[src/rtl/ppt_pkg.sv]
package ppt_pkg;

    localparam int BYTE_W = 8;

    localparam logic [7:0] OFS_DATA = 8'h40;
    localparam logic [7:0] OFS_DBUF = 8'h42;
    localparam logic [7:0] OFS_ADDR = 8'h44;
    localparam logic [7:0] OFS_ABUF = 8'h46;
    localparam logic [7:0] OFS_STAT = 8'h4E;

    typedef enum logic [2:0] {
        REG_DATA,
        REG_ADDR,
        REG_DBUF,
        REG_ABUF,
        REG_STAT,
        REG_NONE
    } reg_sel_e;

    typedef enum logic [2:0] {
        ST_IDLE,
        ST_SETUP,
        ST_STROBE,
        ST_RELEASE,
        ST_DONE
    } cyc_state_e;

    typedef struct packed {
        logic              is_addr;
        logic              is_write;
        logic [BYTE_W-1:0] wbyte;
    } cyc_req_t;

    function automatic reg_sel_e decode_ofs(input logic [7:0] ofs);
        case (ofs)
            OFS_DATA: return REG_DATA;
            OFS_ADDR: return REG_ADDR;
            OFS_DBUF: return REG_DBUF;
            OFS_ABUF: return REG_ABUF;
            OFS_STAT: return REG_STAT;
            default:  return REG_NONE;
        endcase
    endfunction

    function automatic logic is_strobed(input reg_sel_e r);
        return (r == REG_DATA) || (r == REG_ADDR);
    endfunction

    function automatic logic [BYTE_W-1:0] pack_status(input logic gpo,
                                                      input logic irq,
                                                      input logic hold);
        return {gpo, 5'b0, irq, hold};
    endfunction

endpackage

[src/rtl/ppt_sync.sv]
module ppt_sync #(
    parameter int W      = 2,
    parameter int STAGES = 2
) (
    input  logic         clk,
    input  logic         rst,
    input  logic [W-1:0] d,
    output logic [W-1:0] q
);
    logic [STAGES-1:0][W-1:0] pipe;

    always_ff @(posedge clk) begin
        if (rst) begin
            pipe <= '0;
        end else begin
            pipe[0] <= d;
            for (int i = 1; i < STAGES; i++) begin
                pipe[i] <= pipe[i-1];
            end
        end
    end

    assign q = pipe[STAGES-1];
endmodule

[src/rtl/ppt_cycle_seq.sv]
module ppt_cycle_seq
    import ppt_pkg::*;
#(
    parameter int TIMEOUT_CYC = 16
) (
    input  logic              clk,
    input  logic              rst,
    input  logic              start,
    input  cyc_req_t          req,
    input  logic              wait_s,
    input  logic [BYTE_W-1:0] bus_in,
    output logic              idle,
    output logic              done,
    output logic              cap_valid,
    output logic              cap_is_addr,
    output logic [BYTE_W-1:0] cap_byte,
    output logic              dstb_n,
    output logic              astb_n,
    output logic              write_n,
    output logic              oe,
    output logic [BYTE_W-1:0] dout
);
    localparam int CNT_W = $clog2(TIMEOUT_CYC + 1);
    localparam logic [CNT_W-1:0] CNT_LAST = CNT_W'(TIMEOUT_CYC - 1);

    cyc_state_e       state;
    cyc_req_t         req_q;
    logic [CNT_W-1:0] cnt;
    logic             stb_end;
    logic             in_cyc;
    logic             stb_on;

    assign stb_on  = (state == ST_STROBE);
    assign stb_end = stb_on && (wait_s || (cnt == CNT_LAST));

    always_ff @(posedge clk) begin
        if (rst) begin
            state <= ST_IDLE;
            req_q <= '0;
            cnt   <= '0;
        end else begin
            case (state)
                ST_IDLE: begin
                    if (start) begin
                        req_q <= req;
                        state <= ST_SETUP;
                    end
                end
                ST_SETUP: begin
                    if (!wait_s) begin
                        cnt   <= '0;
                        state <= ST_STROBE;
                    end
                end
                ST_STROBE: begin
                    if (stb_end) state <= ST_RELEASE;
                    else         cnt   <= cnt + 1'b1;
                end
                ST_RELEASE: state <= ST_DONE;
                ST_DONE:    state <= ST_IDLE;
                default:    state <= ST_IDLE;
            endcase
        end
    end

    assign in_cyc      = (state == ST_SETUP) || stb_on || (state == ST_RELEASE);
    assign idle        = (state == ST_IDLE);
    assign done        = (state == ST_DONE);
    assign dstb_n      = !(stb_on && !req_q.is_addr);
    assign astb_n      = !(stb_on &&  req_q.is_addr);
    assign write_n     = !(in_cyc && req_q.is_write);
    assign oe          = in_cyc && req_q.is_write;
    assign dout        = req_q.wbyte;
    assign cap_valid   = stb_end && !req_q.is_write;
    assign cap_is_addr = req_q.is_addr;
    assign cap_byte    = bus_in;
endmodule

[src/rtl/ppt_host_port.sv]
module ppt_host_port
    import ppt_pkg::*;
#(
    parameter int ADDR_W      = 8,
    parameter int TIMEOUT_CYC = 16,
    parameter int SYNC_STAGES = 2
) (
    input  logic              clk,
    input  logic              rst,
    input  logic              cpu_sel,
    input  logic              cpu_wr,
    input  logic [ADDR_W-1:0] cpu_addr,
    input  logic [7:0]        cpu_wdata,
    output logic [7:0]        cpu_rdata,
    output logic              cpu_ready,
    output logic [7:0]        pp_data_o,
    input  logic [7:0]        pp_data_i,
    output logic              pp_data_oe,
    output logic              pp_dstb_n,
    output logic              pp_astb_n,
    output logic              pp_write_n,
    input  logic              pp_intr,
    input  logic              pp_wait,
    output logic              pp_gpo
);
    reg_sel_e          rsel;
    logic              strobed;
    logic [1:0]        hs_sync;
    logic              intr_s;
    logic              wait_s;
    logic              seq_idle;
    logic              seq_done;
    logic              cap_valid;
    logic              cap_is_addr;
    logic [BYTE_W-1:0] cap_byte;
    logic [BYTE_W-1:0] dbuf_q;
    logic [BYTE_W-1:0] abuf_q;
    logic              gpo_q;
    cyc_req_t          req;

    assign rsel    = decode_ofs(cpu_addr[7:0]);
    assign strobed = is_strobed(rsel);

    ppt_sync #(.W(2), .STAGES(SYNC_STAGES)) u_sync (
        .clk (clk),
        .rst (rst),
        .d   ({pp_intr, pp_wait}),
        .q   (hs_sync)
    );
    assign intr_s = hs_sync[1];
    assign wait_s = hs_sync[0];

    assign req.is_addr  = (rsel == REG_ADDR);
    assign req.is_write = cpu_wr;
    assign req.wbyte    = cpu_wdata;

    ppt_cycle_seq #(.TIMEOUT_CYC(TIMEOUT_CYC)) u_seq (
        .clk         (clk),
        .rst         (rst),
        .start       (cpu_sel && strobed),
        .req         (req),
        .wait_s      (wait_s),
        .bus_in      (pp_data_i),
        .idle        (seq_idle),
        .done        (seq_done),
        .cap_valid   (cap_valid),
        .cap_is_addr (cap_is_addr),
        .cap_byte    (cap_byte),
        .dstb_n      (pp_dstb_n),
        .astb_n      (pp_astb_n),
        .write_n     (pp_write_n),
        .oe          (pp_data_oe),
        .dout        (pp_data_o)
    );

    always_ff @(posedge clk) begin
        if (rst) begin
            dbuf_q <= '0;
            abuf_q <= '0;
            gpo_q  <= 1'b0;
        end else begin
            if (cap_valid) begin
                if (cap_is_addr) abuf_q <= cap_byte;
                else             dbuf_q <= cap_byte;
            end
            if (cpu_sel && cpu_wr && (rsel == REG_STAT) && seq_idle) begin
                gpo_q <= cpu_wdata[7];
            end
        end
    end

    always_comb begin
        case (rsel)
            REG_DATA, REG_DBUF: cpu_rdata = dbuf_q;
            REG_ADDR, REG_ABUF: cpu_rdata = abuf_q;
            REG_STAT:           cpu_rdata = pack_status(gpo_q, intr_s, wait_s);
            default:            cpu_rdata = '0;
        endcase
    end

    assign cpu_ready = cpu_sel && (strobed ? seq_done : seq_idle);
    assign pp_gpo    = gpo_q;
endmodule

[config.mk]
export PLATFORM = sky130hd
export DESIGN_NAME = ppt_host_port
export DESIGN_NICKNAME = d
export VERILOG_FILES = /design/src/rtl/ppt_pkg.sv /design/src/rtl/ppt_sync.sv /design/src/rtl/ppt_cycle_seq.sv /design/src/rtl/ppt_host_port.sv
export SDC_FILE = /design/constraint.sdc
export NUM_CORES = 1
export LEC_CHECK = 0
export BUFFER_PORTS_ARGS = -buffer_cell sky130_fd_sc_hd__buf_2
export CORE_MARGIN = 1.5
export CORE_UTILIZATION = 50
export DETAILED_ROUTE_END_ITERATION = 16
export GPL_TIMING_DRIVEN = 0
export HOLD_SLACK_MARGIN = 0.12
export PLACE_DENSITY = 0.86
export SYNTH_ARGS = -nofsm -noshare
export SYNTH_HDL_FRONTEND = slang
export SYNTH_HIERARCHICAL = 1
export SYNTH_SLANG_ARGS = --single-unit
[constraint.sdc]
create_clock -name clk -period 2.8 [get_ports clk]
set_input_delay 0.42 -clock clk [delete_from_list [all_inputs] [get_ports clk]]
set_output_delay 0.42 -clock clk [all_outputs]
set_load 0.01 [all_outputs]
### Word level (Yosys, flattened, before mapping)

Index checks and enable logic that the tools add are counted.

* output and inout port bits: 22
* input bits: 30
* logic and storage cells: 69
* bits in registers: 39

* reductions and logical operators: 29
* bitwise operators: 1
* equality and inequality tests: 18
* add/subtract/negate cells: 1
* multiplexer cells: 10

Operators by type and width (number)
* $eq 8x7->1 const B: 5
* $pmux 8 s3: 1
* $pmux 3 s5: 1
* $eq 3x2->1 const B: 4
* $pmux 3 s4: 1
* $logic_and 1x1->1: 10
* $mux 5: 2
* $pmux 5 s2: 1
* $mux 3: 3
* $eq 3x1->1 const B: 2
* $eq 3x3->1 const B: 2
* $logic_not 3->1: 2
* $reduce_and 2->1: 3
* $reduce_and 3->1: 2
* $add 5x1->5 const B: 1
* $eq 5x4->1 const B: 1
* $logic_not 1->1: 5
* $logic_or 1x1->1: 4
* $ne 2x1->1 const B: 2
* $ne 2x2->1 const B: 2
* $reduce_or 2->1: 2
* $reduce_bool 2->1: 1
* $mux 1: 1
* $not 1->1: 1

### Longest topological paths before layout

Gate-level depths: netlist of the first run.

* depth after elaboration: 7
* mapped depth: 10
* depth with buffers taken out: 8

### By module

The synthesis of the first run kept the hierarchy.

Modules (own cells, without submodules)
* ppt_cycle_seq: sequential area each 360.3 sq um, area each 944.7 sq um, cells each 117, times used 1
* ppt_host_port: sequential area each 340.3 sq um, area each 874.6 sq um, cells each 109, times used 1
* ppt_sync: sequential area each 80.1 sq um, area each 120.1 sq um, cells each 10, times used 1

### Worst setup path before layout of the first run

OpenSTA, ideal clock, no wires.

* kind: register -> register
* from: register u_seq.cnt[0]
* to: register u_seq.cnt[2]
* path slack: 0.723 ns
* path buffers: 0
* library setup time: 0.122 ns
* period minus slack after synthesis: 2.077 ns
* data arrival time: 1.955 ns
* required time: 2.678 ns
* cell stages (with the launch flop): 8
* cell sequence: dfxtp_1 > ha_1 > and3_1 > ha_1 > or3b_4 > a211oi_4 > nor2_2 > a221o_1

* longest elaborated chain between the ends: 5
* elaborated cells between the ends (all ways): 8
* those cells by class: 1 x add/sub; 2 x eq/ne; 2 x mux; 3 x reduce/logical

Ends and longest elaborated chain
* from (decl): RTL line ppt_cycle_seq.sv:28 `logic [CNT_W-1:0] cnt;`
* from (signal assigned): RTL line ppt_cycle_seq.sv:57 `else cnt <= cnt + 1'b1;`
* parallel branches: the longest is 5 deep, another holds $add 5x1->5

Parallel ways; which one is timed is not known. The select of a mux whose other input is x is not followed.
A chain may end at the register's enable or synchronous reset.

### Worst setup path after layout of the first run

* from: register u_seq.state[1]
* to: register dbuf_q[3]

* longest elaborated chain between the ends: 4

Ends and longest elaborated chain
* from (decl): RTL line ppt_cycle_seq.sv:26 `cyc_state_e state;`
* from (signal assigned): RTL line ppt_cycle_seq.sv:38 `state <= ST_IDLE;`
* from (signal assigned): RTL line ppt_cycle_seq.sv:46 `state <= ST_SETUP;`
* from (signal assigned): RTL line ppt_cycle_seq.sv:52 `state <= ST_STROBE;`
* $eq 3x2->1: RTL line ppt_cycle_seq.sv:33 `assign stb_on = (state == ST_STROBE);`
* $logic_and 1x1->1: RTL line ppt_cycle_seq.sv:34 `assign stb_end = stb_on && (wait_s || (cnt == CNT_LAST));`
* $logic_and 1x1->1: RTL line ppt_cycle_seq.sv:74 `assign cap_valid = stb_end && !req_q.is_write;`
* named net cap_valid: RTL line ppt_host_port.sv:33 `logic cap_valid;`
* $reduce_and 2->1 (no line)
* to (signal assigned): RTL line ppt_host_port.sv:84 `else dbuf_q <= cap_byte;`
* to (decl): RTL line ppt_host_port.sv:36 `logic [BYTE_W-1:0] dbuf_q;`

The timed path passes the listed nets, and every way through them passes these cells.

==> implementation parameters, run 1 <==
Parameter                              Value

Clocking
  Clock network latency to the later pin of the worst-skew pair    0.30 ns
  Clock Sinks    39
  Maximum buffer depth of the clock tree    2
  Root buffer selected by CTS    clkbuf_8
  CTS Hold Buffers Added    0
  Post-CTS setup buffer count    0
  Clock slew at the register clock pins of the worst setup and hold paths    0.07 ns
  Clock buffer count from CTS    5
  Resized cells post-CTS    0
  Deepest level of the CTS H-tree    2
  CTS tree    built

Final layout
  Fraction of final layout cells with drive strength greater than 1    0.2787
  Commonest non-fill, non-tap cells in the layout    49 x buf_2, 39 x dfxtp_1, 35 x nand2_1
  Ant. Diodes    0
  Final #Nets    318
  Most common library cell in the layout ignoring fill and taps    buf_2
  Area growth, synth to finish    18.39%
  Post-route standard cell area excluding fillers    2296 um^2
  Final-layout fill cell count    363

STA
  Final critical path time including I/O delays and setup    2.344 ns
  Pins over their slew limit    0
  Pin slew with the least headroom to its limit    0.4931 ns
  Unrepaired setup endpoints after global routing    false
  Final sum of negative setup slack    0 ns
  Relative slew slack    0.6713
  Final setup violation count    0
  Hold Fails Final Rpt    0
  Setup skew after layout    0.007249 ns
  Post-route fraction of the period consumed by the critical path    0.8371
  Max frequency    426.7 MHz

Logic synthesis
  Primary FF master, synth    dfxtp_1
  Post-Synthesis Cell Area    1939 um^2
  Portion of synthesized cell area occupied by the leading cell type    0.4026
  Async set-or-reset flop fraction in the synthesized netlist    0
  Post-synthesis average cell area    8.218 um^2
  Post-synthesis sequential area ratio    0.4026
  Number of synthesized flops with an enable pin    0
  Number of warnings issued by yosys    6
  Number of distinct library cell variants in the gate-level netlist after synthesis    34
  Post-synth net total    268
  Biggest area consumer among synthesized cells    dfxtp_1
  Post-Syn Instances    236
  Register bit total from synthesis    39
  Top cells by area in the synthesized netlist    dfxtp_1 40%, mux2i_1 8.3%, buf_4 7.0%

Floorplan
  Floorplan core area    3689 um^2
  I/O pin cnt    52
  Chip Height    65.28 um
  Die area    4261 um^2
  Std cell rows    22
  Starting density of the core    0.5258
  Die width    65.28 um

Placement
  Post-Place Cell Area    2215 um^2
  HPWL reported at the end of detailed placement    3080 um
  Routability congestion estimate    0.7561
  Port buffer count    43

Global routing
  Maximum number of pins on one net before global-route repair    12
  Antenna violations before repair    0
  Number of global-route vias before repair    1,604
  Global route total overflow    0
  GRT Resource Usage Total    0.2116
  Wire length of the first global-routing pass    6941 um

Worst setup path
  Critical setup path kind    flip-flop to flip-flop
  Startpoint of the lowest-slack register-to-register path    u_seq/state[1]
  WP data arrival    2.52 ns
  Kind of end point of the critical path    flip-flop
  Data required time at the worst endpoint    2.97 ns
  Critical path startpoint category    flip-flop
  Crit Path Max Fanout    10
  Worst setup path startpoint    u_seq/state[1]

Power
  NetSw    0.0002449 W
  Largest vdd supply drop    0.0003045 V
  Fraction of power consumed by sequential logic    0.550
  Switching share of power    0.2391
  Logic gate share of total power    0.093
  Areal power density over the cells    446.1 nW/um^2
  Clock share of power    0.358
  Pint    0.0007794 W
  Static Leakage    0.9621 nW

Drt
  Post-DRT Antenna Nets    0
  First-iteration detailed-routing DRC count    84
  Total number of vias    1,709
  Initial DRT Pass Iterations    4
  Detailed-route vias per instance    5.101
  Total DRC errors in the routed layout    0
  Detailed Route WL    4089 um
  Routed len/inst    12.21 um

Min path
  Hold/Removal Path Class    input port to flip-flop
  Start point of the worst hold path    pp_intr

Outcome
  Outcome    complete, no violations

Flow run
  Max Cap Viol    0
## synth_stat cells (all sizes together) (3+ instances only)
master / instances
nand2: 35
nor2b: 8
o21ai: 3
nand3: 13
nand2b: 6
nor2: 16
or2: 3
inv: 7
mux2i: 16
dfxtp: 39
clkbuf: 8
buf: 24
or3b: 4
nor3: 12
a21oi: 21
## sequential cells by signal, indices dropped and copies added (netlist names)
register,flops
abuf_q,8
u_seq/dout,8
u_seq/cap_is_addr,1
u_sync/pipe,2
u_seq/cnt,5
u_sync/q,2
dbuf_q,8
u_seq/req_q,1
u_seq/state,3
pp_gpo,1
## layer usage
| metal | wire (um) | global-route usage | vias up |
|---|---|---|---|
| li1 | - | - | 879 |
| met3 | 283 | 0.06678 | 5 |
| met4 | 40 | 0.06771 | 0 |
| met1 | 1855 | 0.2599 | 773 |
| met5 | 0 | 0 | - |
| met2 | 1909 | 0.3520 | 52 |
## power by group through the flow
stage / logic, W / clock network [W] / registers (W)
final: 0.0000950 / 0.000366 / 0.000563
after global routing: 0.000105 / 0.000403 / 0.000563
after CTS: 0.0000951 / 0.000377 / 0.000563
after detailed placement: 0.0000949 / 0 / 0.000576
after global placement: 0.0000932 / 0 / 0.000575
after floorplan: 0.0000623 / 0 / 0.000575
## kinds of logic after synthesis
logic type	share of synthesized area
simple gates	0.2768
buf+inv	0.1142
flops	0.4026
compound gates	0.1110
mux	0.08258
fa+ha+maj	0.01290
## stage by stage
stage / hold WS [ns] / setup slack [ns] / power [W] / util / instances
after floorplan: 0.4138 / 0.7235 / 0.0006373 / - / 236
final: 0.3304 / 0.4562 / 0.001024 / 0.6225 / 335
after global placement: 0.4214 / 0.5119 / 0.0006686 / 0.6004 / 327
after detailed placement: 0.4274 / 0.4989 / 0.0006707 / 0.6004 / 327
after CTS: 0.3245 / 0.4445 / 0.001035 / 0.6225 / 335
after global routing: 0.3329 / 0.2423 / 0.001072 / 0.6225 / 335
## final cells by class
type | count | area [um^2] | share of cell area
Tap cell | 48 | 60.06 | 0.02616
Multi-Input combinational cell | 158 | 937.1 | 0.4082
Sequential cell | 39 | 780.7 | 0.3401
Clock inverter | 1 | 5.005 | 0.002180
Buffer | 32 | 195.2 | 0.08501
Timing Repair Buffer | 43 | 215.2 | 0.09373
Inverter | 7 | 26.28 | 0.01144
Clock buffer | 7 | 76.32 | 0.03324
## worst max-delay path, stage by stage, from the launching register on
cell	delay [ns]
dfxtp_1	0.33
clkbuf_1	0.27
or3b_1	0.43
nor3_1	0.22
buf_2	0.25
nor2b_1	0.15
buf_2	0.28
mux2i_1	0.23
nor2_1	0.06
## path summary, 6_finish.rpt
path | endpoint | slack [ns] | cells past startpoint
max | dbuf_q[3] | 0.46 | 8
min | u_sync/pipe[1] | 0.33 | 2
max reg2reg | dbuf_q[3] | 0.46 | 8
min reg2reg | u_sync/q[0] | 0.44 | 1
Note: power is estimated with default switching activity, not from simulation.
==> inputs of run 2 (changes only) <==
--- a/config.mk
+++ b/config.mk
@@ -7,11 +7,11 @@
 export LEC_CHECK = 0
 export BUFFER_PORTS_ARGS = -buffer_cell sky130_fd_sc_hd__buf_2
 export CORE_MARGIN = 1.5
-export CORE_UTILIZATION = 50
+export CORE_UTILIZATION = 47
 export DETAILED_ROUTE_END_ITERATION = 16
 export GPL_TIMING_DRIVEN = 0
 export HOLD_SLACK_MARGIN = 0.12
-export PLACE_DENSITY = 0.86
+export PLACE_DENSITY = 0.85
 export SYNTH_ARGS = -nofsm -noshare
 export SYNTH_HDL_FRONTEND = slang
 export SYNTH_HIERARCHICAL = 1
==> constraint.sdc (replaced) <==
create_clock -name clk -period 2 [get_ports clk]
set_input_delay 0.3 -clock clk [delete_from_list [all_inputs] [get_ports clk]]
set_output_delay 0.3 -clock clk [all_outputs]
set_load 0.01 [all_outputs]
==> implementation parameters, run 2 (synthesized netlist as in run 1, its figures left out) <==
Parameter                              Value

Worst setup path
  Startpoint of the lowest-slack register-to-register path    u_seq/cnt[0] (was u_seq/state[1])
  Kind of end point of the critical path    flip-flop (unchanged)
  Reg2reg end    u_seq/cnt[2] (was dbuf_q[3])
  Reg-to-reg slack, setup    0.04 ns (was 0.46 ns)
  Data required time at the worst endpoint    2.18 ns (was 2.97 ns)
  Reg2reg path depth    7 (was 8)
  Crit Path Max Fanout    4 (was 10)
  Critical setup path kind    flip-flop to flip-flop (unchanged)
  Critical path startpoint category    flip-flop (unchanged)
  WP data arrival    2.15 ns (was 2.52 ns)

Global routing
  Antenna violations before repair    0 (unchanged)
  Global route total overflow    0 (unchanged)
  Met2 usage in global routing    0.3738 (was 0.3520)
  GRT met3 Usage    0.06000 (was 0.06678)
  Wire length of the first global-routing pass    6962 um (was 6941 um)
  GRT Resource Usage Total    0.2039 (was 0.2116)
  Global Route met1 Usage    0.2165 (was 0.2599)
  Number of global-route vias before repair    1,660 (was 1,604)
  Global-route layer with the greatest usage    met2 (unchanged)
  Maximum number of pins on one net before global-route repair    13 (was 12)

Clocking
  CTS tree    built (unchanged)
  Root buffer selected by CTS    clkbuf_8 (unchanged)
  Maximum buffer depth of the clock tree    2 (unchanged)
  CTS Hold Buffers Added    0 (unchanged)
  Clock Sinks    39 (unchanged)
  Clock buffer count from CTS    5 (unchanged)
  Deepest level of the CTS H-tree    2 (unchanged)
  Clock network latency to the later pin of the worst-skew pair    0.29 ns (was 0.30 ns)
  Clock slew at the register clock pins of the worst setup and hold paths    0.07 ns (about the same)

Placement
  Pre-CTS setup slack    -0.2820 ns (was 0.4989 ns)
  Post-Place Cell Area    2223 um^2 (was 2215 um^2)
  HPWL reported at the end of detailed placement    3015 um (was 3080 um)
  Port buffer count    43 (unchanged)
  Routability congestion estimate    0.8136 (was 0.7561)

Drt
  First-iteration detailed-routing DRC count    81 (was 84)
  Routed len/inst    12.22 um (was 12.21 um)
  Detailed-route vias per instance    5.073 (was 5.101)
  Total number of vias    1,745 (was 1,709)
  Post-DRT Antenna Nets    0 (unchanged)
  Initial DRT Pass Iterations    4 (unchanged)
  Total DRC errors in the routed layout    0 (unchanged)
  Detailed Route WL    4205 um (was 4089 um)

Min path
  Hold Crit Depth    2 (unchanged)
  Start point of the worst hold path    pp_wait (was pp_intr)
  Endpoint of the worst hold-timing path    u_sync/pipe[0] (was u_sync/pipe[1])
  Hold/Removal Path Class    input port to flip-flop (unchanged)

Power
  Switching share of power    0.2420 (was 0.2391)
  Largest vdd supply drop    0.0004060 V (was 0.0003045 V)
  Logic gate share of total power    0.105 (was 0.093)
  Fraction of power consumed by sequential logic    0.541 (was 0.550)
  Clock share of power    0.354 (was 0.358)
  Static Leakage    1.018 nW (was 0.9621 nW)
  Pint    0.001104 W (was 0.0007794 W)
  NetSw    0.0003525 W (was 0.0002449 W)
  Areal power density over the cells    593.4 nW/um^2 (was 446.1 nW/um^2)

Floorplan
  Chip Height    67.24 um (was 65.28 um)
  I/O pin cnt    52 (unchanged)
  Std cell rows    23 (was 22)
  Starting density of the core    0.4883 (was 0.5258)
  Die width    67.24 um (was 65.28 um)
  Floorplan core area    3971 um^2 (was 3689 um^2)
  Die area    4521 um^2 (was 4261 um^2)

Final layout
  Final-layout fill cell count    341 (was 363)
  Commonest non-fill, non-tap cells in the layout    46 x buf_2, 36 x dfxtp_1, 34 x nand2_1 (was 49 x buf_2, 39 x dfxtp_1, 35 x nand2_1)
  Most common library cell in the layout ignoring fill and taps    buf_2 (unchanged)
  Final #Nets    325 (was 318)
  Fraction of final layout cells with drive strength greater than 1    0.3571 (was 0.2787)
  Post-route standard cell area excluding fillers    2455 um^2 (was 2296 um^2)
  Ant. Diodes    0 (unchanged)
  Area growth, synth to finish    26.58% (was 18.39%)

STA
  Max frequency    508.9 MHz (was 426.7 MHz)
  Hold Fails Final Rpt    0 (unchanged)
  Setup skew after layout    0.004537 ns (was 0.007249 ns)
  Post-route fraction of the period consumed by the critical path    0.9825 (was 0.8371)
  Pins over their slew limit    0 (unchanged)
  Relative slew slack    0.6819 (was 0.6713)
  Unrepaired setup endpoints after global routing    true (was false)
  Worst setup margin    0.03505 ns (was 0.4562 ns)
  Pin slew with the least headroom to its limit    0.4772 ns (was 0.4931 ns)
  Final setup violation count    0 (unchanged)
  Final sum of negative setup slack    0 ns (unchanged)
  Final critical path time including I/O delays and setup    1.965 ns (was 2.344 ns)

Outcome
  Outcome    complete, no violations (unchanged)

Flow run
  Max Cap Viol    0 (unchanged)
run 2: cell count changes in the layout (fill, tap and decap cells not counted), moves of 3 or more:
cell      before  now
buf_2         49   46
clkbuf_1      10    7
buf_4         18   27
dfxtp_1       39   36
run 2: cell type report:
type / instances / area (um^2) / share of cell area
clock inverter: 2 / 12.51 / 0.005097
tap: 50 / 62.56 / 0.02548
timing repair buffer: 51 / 275.3 / 0.1121
sequential: 39 / 787.0 / 0.3206
inverter: 7 / 26.28 / 0.01070
clock buffer: 6 / 72.57 / 0.02956
buffer: 31 / 216.5 / 0.08818
multi-input combinational: 158 / 1002 / 0.4083
run 2: power groups by stage:
stage / sequential (W) / clock, W / combinational (W)
6_report: 0.000788 / 0.000516 / 0.000153
5_1_grt: 0.000789 / 0.000556 / 0.000168
4_1_cts: 0.000789 / 0.000529 / 0.000149
3_5_place_dp: 0.000806 / 0 / 0.000132
3_3_place_gp: 0.000806 / 0 / 0.000130
2_1_floorplan: 0.000805 / 0 / 0.0000873
run 2: how the worst max path moves through the flow:
| stage | start | endpoint | depth (start not counted) |
|---|---|---|---|
| final | u_seq/cnt[0] | u_seq/cnt[2] | 7 |
| after global routing | u_seq/cnt[0] | u_seq/cnt[2] | 7 |
| after CTS | u_seq/cnt[0] | u_seq/cnt[2] | 7 |
| after floorplan | u_seq/cnt[1] | u_seq/cnt[2] | 7 |
| after detailed placement | u_seq/state[1] | dbuf_q[7] | 8 |
| after global placement | u_seq/state[1] | dbuf_q[4] | 8 |
run 2: through the flow:
| step | utilization | hold WS (ns) | cells | total power, W |
|---|---|---|---|---|
| 6_report | 0.6181 | 0.2223 | 344 | 0.001457 |
| 5_1_grt | 0.6181 | 0.2483 | 344 | 0.001513 |
| 4_1_cts | 0.6071 | 0.2141 | 343 | 0.001467 |
| 3_5_place_dp | 0.5599 | 0.4345 | 329 | 0.0009383 |
| 3_3_place_gp | 0.5599 | 0.4226 | 329 | 0.0009360 |
| 2_1_floorplan | - | 0.3716 | 236 | 0.0008926 |
run 2: timing repair:
item	CTS	global route
setup endpoints to repair	21	21
endpoints found under the hold margin	0	0
cloned	0	0
pin swaps	5	4
buffers inserted	7	1
resized for setup	15	9
run 2: critical path, cell delays in order (launching register included):
cell and delay [ns]:
dfxtp_4 0.36, ha_4 0.16, and3_4 0.18, ha_4 0.16, or3b_4 0.38, a211oi_4 0.24, nor2_2 0.06, a221o_1 0.31
run 2: per-layer routing:
layer	share of wire	wire [um]
met1	0.42	1778
met2	0.49	2059
met3	0.068	284
met4	0.020	82
met5	0	0
==> inputs of run 3 (changes only) <==
--- a/config.mk
+++ b/config.mk
@@ -12,6 +12,7 @@
 export GPL_TIMING_DRIVEN = 0
 export HOLD_SLACK_MARGIN = 0.12
 export PLACE_DENSITY = 0.85
+export RECOVER_POWER = 50
 export SYNTH_ARGS = -nofsm -noshare
 export SYNTH_HDL_FRONTEND = slang
 export SYNTH_HIERARCHICAL = 1
==> implementation parameters, run 3 (synthesized netlist as in run 1, its figures left out) <==
Parameter                              Value

Drt
  Total DRC errors in the routed layout    0 (unchanged)
  Total number of vias    1,745 (unchanged)
  Met2 routed wirelength    2059 um (unchanged)
  Initial DRT Pass Iterations    4 (unchanged)
  Detailed-route vias per instance    5.073 (unchanged)
  M1 WL    1783 um (was 1778 um)
  Post-DRT Antenna Nets    0 (unchanged)
  Detailed Route WL    4218 um (was 4205 um)
  Met3 wire len    292 um (was 284 um)
  Routed len/inst    12.26 um (was 12.22 um)
  Top metal layer carrying routed signals    met4 (unchanged)
  First-iteration detailed-routing DRC count    81 (unchanged)

Final layout
  Commonest non-fill, non-tap cells in the layout    37 x buf_2, 36 x dfxtp_1, 34 x nand2_1 (was 46 x buf_2, 36 x dfxtp_1, 34 x nand2_1)
  Fraction of final layout cells with drive strength greater than 1    0.3265 (was 0.3571)
  Final #Nets    325 (unchanged)
  Area growth, synth to finish    26.00% (was 26.58%)
  Most common library cell in the layout ignoring fill and taps    buf_2 (unchanged)
  Final-layout fill cell count    343 (was 341)
  Final standard cell count with taps included and fillers excluded    344 (unchanged)
  Ant. Diodes    0 (unchanged)

Placement
  Port buffer count    43 (unchanged)
  HPWL reported at the end of detailed placement    3015 um (unchanged)
  Routability congestion estimate    0.8136 (unchanged)
  Placed cells    329 (unchanged)
  Pre-CTS setup slack    -0.2820 ns (unchanged)

Worst setup path
  Reg2reg end    u_seq/cnt[2] (unchanged)
  Reg2reg path depth    7 (unchanged)
  Capturing element of the worst setup path    u_seq/cnt[2] (unchanged)
  Kind of end point of the critical path    flip-flop (unchanged)
  Worst setup path startpoint    u_seq/cnt[0] (unchanged)
  Crit Path Max Fanout    4 (unchanged)
  WP data arrival    2.15 ns (about the same)
  Startpoint of the lowest-slack register-to-register path    u_seq/cnt[0] (unchanged)
  Critical path startpoint category    flip-flop (unchanged)
  Reg-to-reg slack, setup    0.04 ns (about the same)
  Data required time at the worst endpoint    2.18 ns (about the same)
  Critical setup path kind    flip-flop to flip-flop (unchanged)

Global routing
  GRT Resource Usage Total    0.2039 (unchanged)
  Wire length of the first global-routing pass    6962 um (unchanged)
  Maximum number of pins on one net before global-route repair    13 (unchanged)
  Global route total overflow    0 (unchanged)
  Antenna violations before repair    0 (unchanged)
  Number of global-route vias before repair    1,660 (unchanged)

Floorplan
  Die width    67.24 um (unchanged)
  Floorplan core area    3971 um^2 (unchanged)
  I/O pin cnt    52 (unchanged)
  Std cell rows    23 (unchanged)
  Starting density of the core    0.4883 (unchanged)
  Chip Height    67.24 um (unchanged)
  Die area    4521 um^2 (unchanged)

Clocking
  CTS Hold Buffers Added    0 (unchanged)
  Root buffer selected by CTS    clkbuf_8 (unchanged)
  CTS tree    built (unchanged)
  Clock buffer count from CTS    5 (unchanged)
  Clock network latency to the later pin of the worst-skew pair    0.29 ns (about the same)
  Maximum buffer depth of the clock tree    2 (unchanged)
  Clock slew at the register clock pins of the worst setup and hold paths    0.07 ns (about the same)
  Deepest level of the CTS H-tree    2 (unchanged)
  Clock Sinks    39 (unchanged)

Power
  Areal power density over the cells    596.1 nW/um^2 (was 593.4 nW/um^2)
  Largest vdd supply drop    0.0004061 V (was 0.0004060 V)
  Static Leakage    0.9786 nW (was 1.018 nW)

STA
  Relative slew slack    0.6822 (was 0.6819)
  Final setup violation count    0 (unchanged)
  Hold Fails Final Rpt    0 (unchanged)
  Post-route fraction of the period consumed by the critical path    0.9825 (unchanged)
  Pin slew with the least headroom to its limit    0.4767 ns (was 0.4772 ns)
  Max frequency    508.9 MHz (unchanged)
  Unrepaired setup endpoints after global routing    true (unchanged)
  Final sum of negative setup slack    0 ns (unchanged)
  Pins over their slew limit    0 (unchanged)
  Worst setup margin    0.03505 ns (unchanged)
  Final critical path time including I/O delays and setup    1.965 ns (unchanged)
  Setup skew after layout    0.004550 ns (was 0.004537 ns)

Outcome
  Outcome    complete, no violations (unchanged)

Flow run
  Max Cap Viol    0 (unchanged)

Min path
  Hold/Removal Path Class    input port to flip-flop (unchanged)
run 3: worst min-delay path by stage:
stage	from	end	slack [ns]	cells after the start
after floorplan	rst	u_sync/pipe[0]	0.37	1
after global placement	u_sync/pipe[0]	u_sync/q[0]	0.42	1
after detailed placement	u_sync/pipe[0]	u_sync/q[0]	0.43	1
after CTS	pp_wait	u_sync/pipe[0]	0.21	2
after global routing	cpu_wdata[0]	u_seq/dout[0]	0.25	3
final	pp_wait	u_sync/pipe[0]	0.22	2
run 3: layer usage:
metal	up-vias	track usage
li1	890	-
met1	795	0.2165
met2	51	0.3738
met3	9	0.06000
met4	0	0.08418
met5	-	0
run 3: critical path, stage by stage, from the launching register on:
cell      delay, ns
dfxtp_4        0.36
ha_4           0.16
and3_4         0.18
ha_4           0.16
or3b_4         0.38
a211oi_4       0.24
nor2_2         0.06
a221o_1        0.31
run 3: area by class of cell:
class / instances / area, um^2 / share of cell area
buffer: 31 / 216.5 / 0.08858
clock buffer: 6 / 72.57 / 0.02970
clock inverter: 2 / 12.51 / 0.005120
inverter: 7 / 26.28 / 0.01075
multi-input combinational: 158 / 1002 / 0.4101
sequential: 39 / 787.0 / 0.3221
tap: 50 / 62.56 / 0.02560
timing repair buffer: 51 / 264.0 / 0.1080
run 3: power by group:
group	internal [W]	switching (W)
sequential	0.000784	0.00000444
combinational	0.0000769	0.0000757
clock	0.000243	0.000272
total	0.00110	0.000353
run 3: stage by stage:
stage                     utilization  instance area, um^2  total power (W)  hold WS (ns)
after global routing           0.6153                 2444         0.001513        0.2483
after detailed placement       0.5599                 2223        0.0009383        0.4345
after global placement         0.5599                 2223        0.0009360        0.4226
after floorplan                     -                 1946        0.0008926        0.3716
final                          0.6153                 2444         0.001457        0.2223
after CTS                      0.6071                 2411         0.001467        0.2141
run 3: repair_timing:
action,CTS,global route
endpoints found under the setup margin,21,21
gates resized for setup,15,9
setup buffers,7,1
pin swaps,5,4
endpoints found under the hold margin,0,0
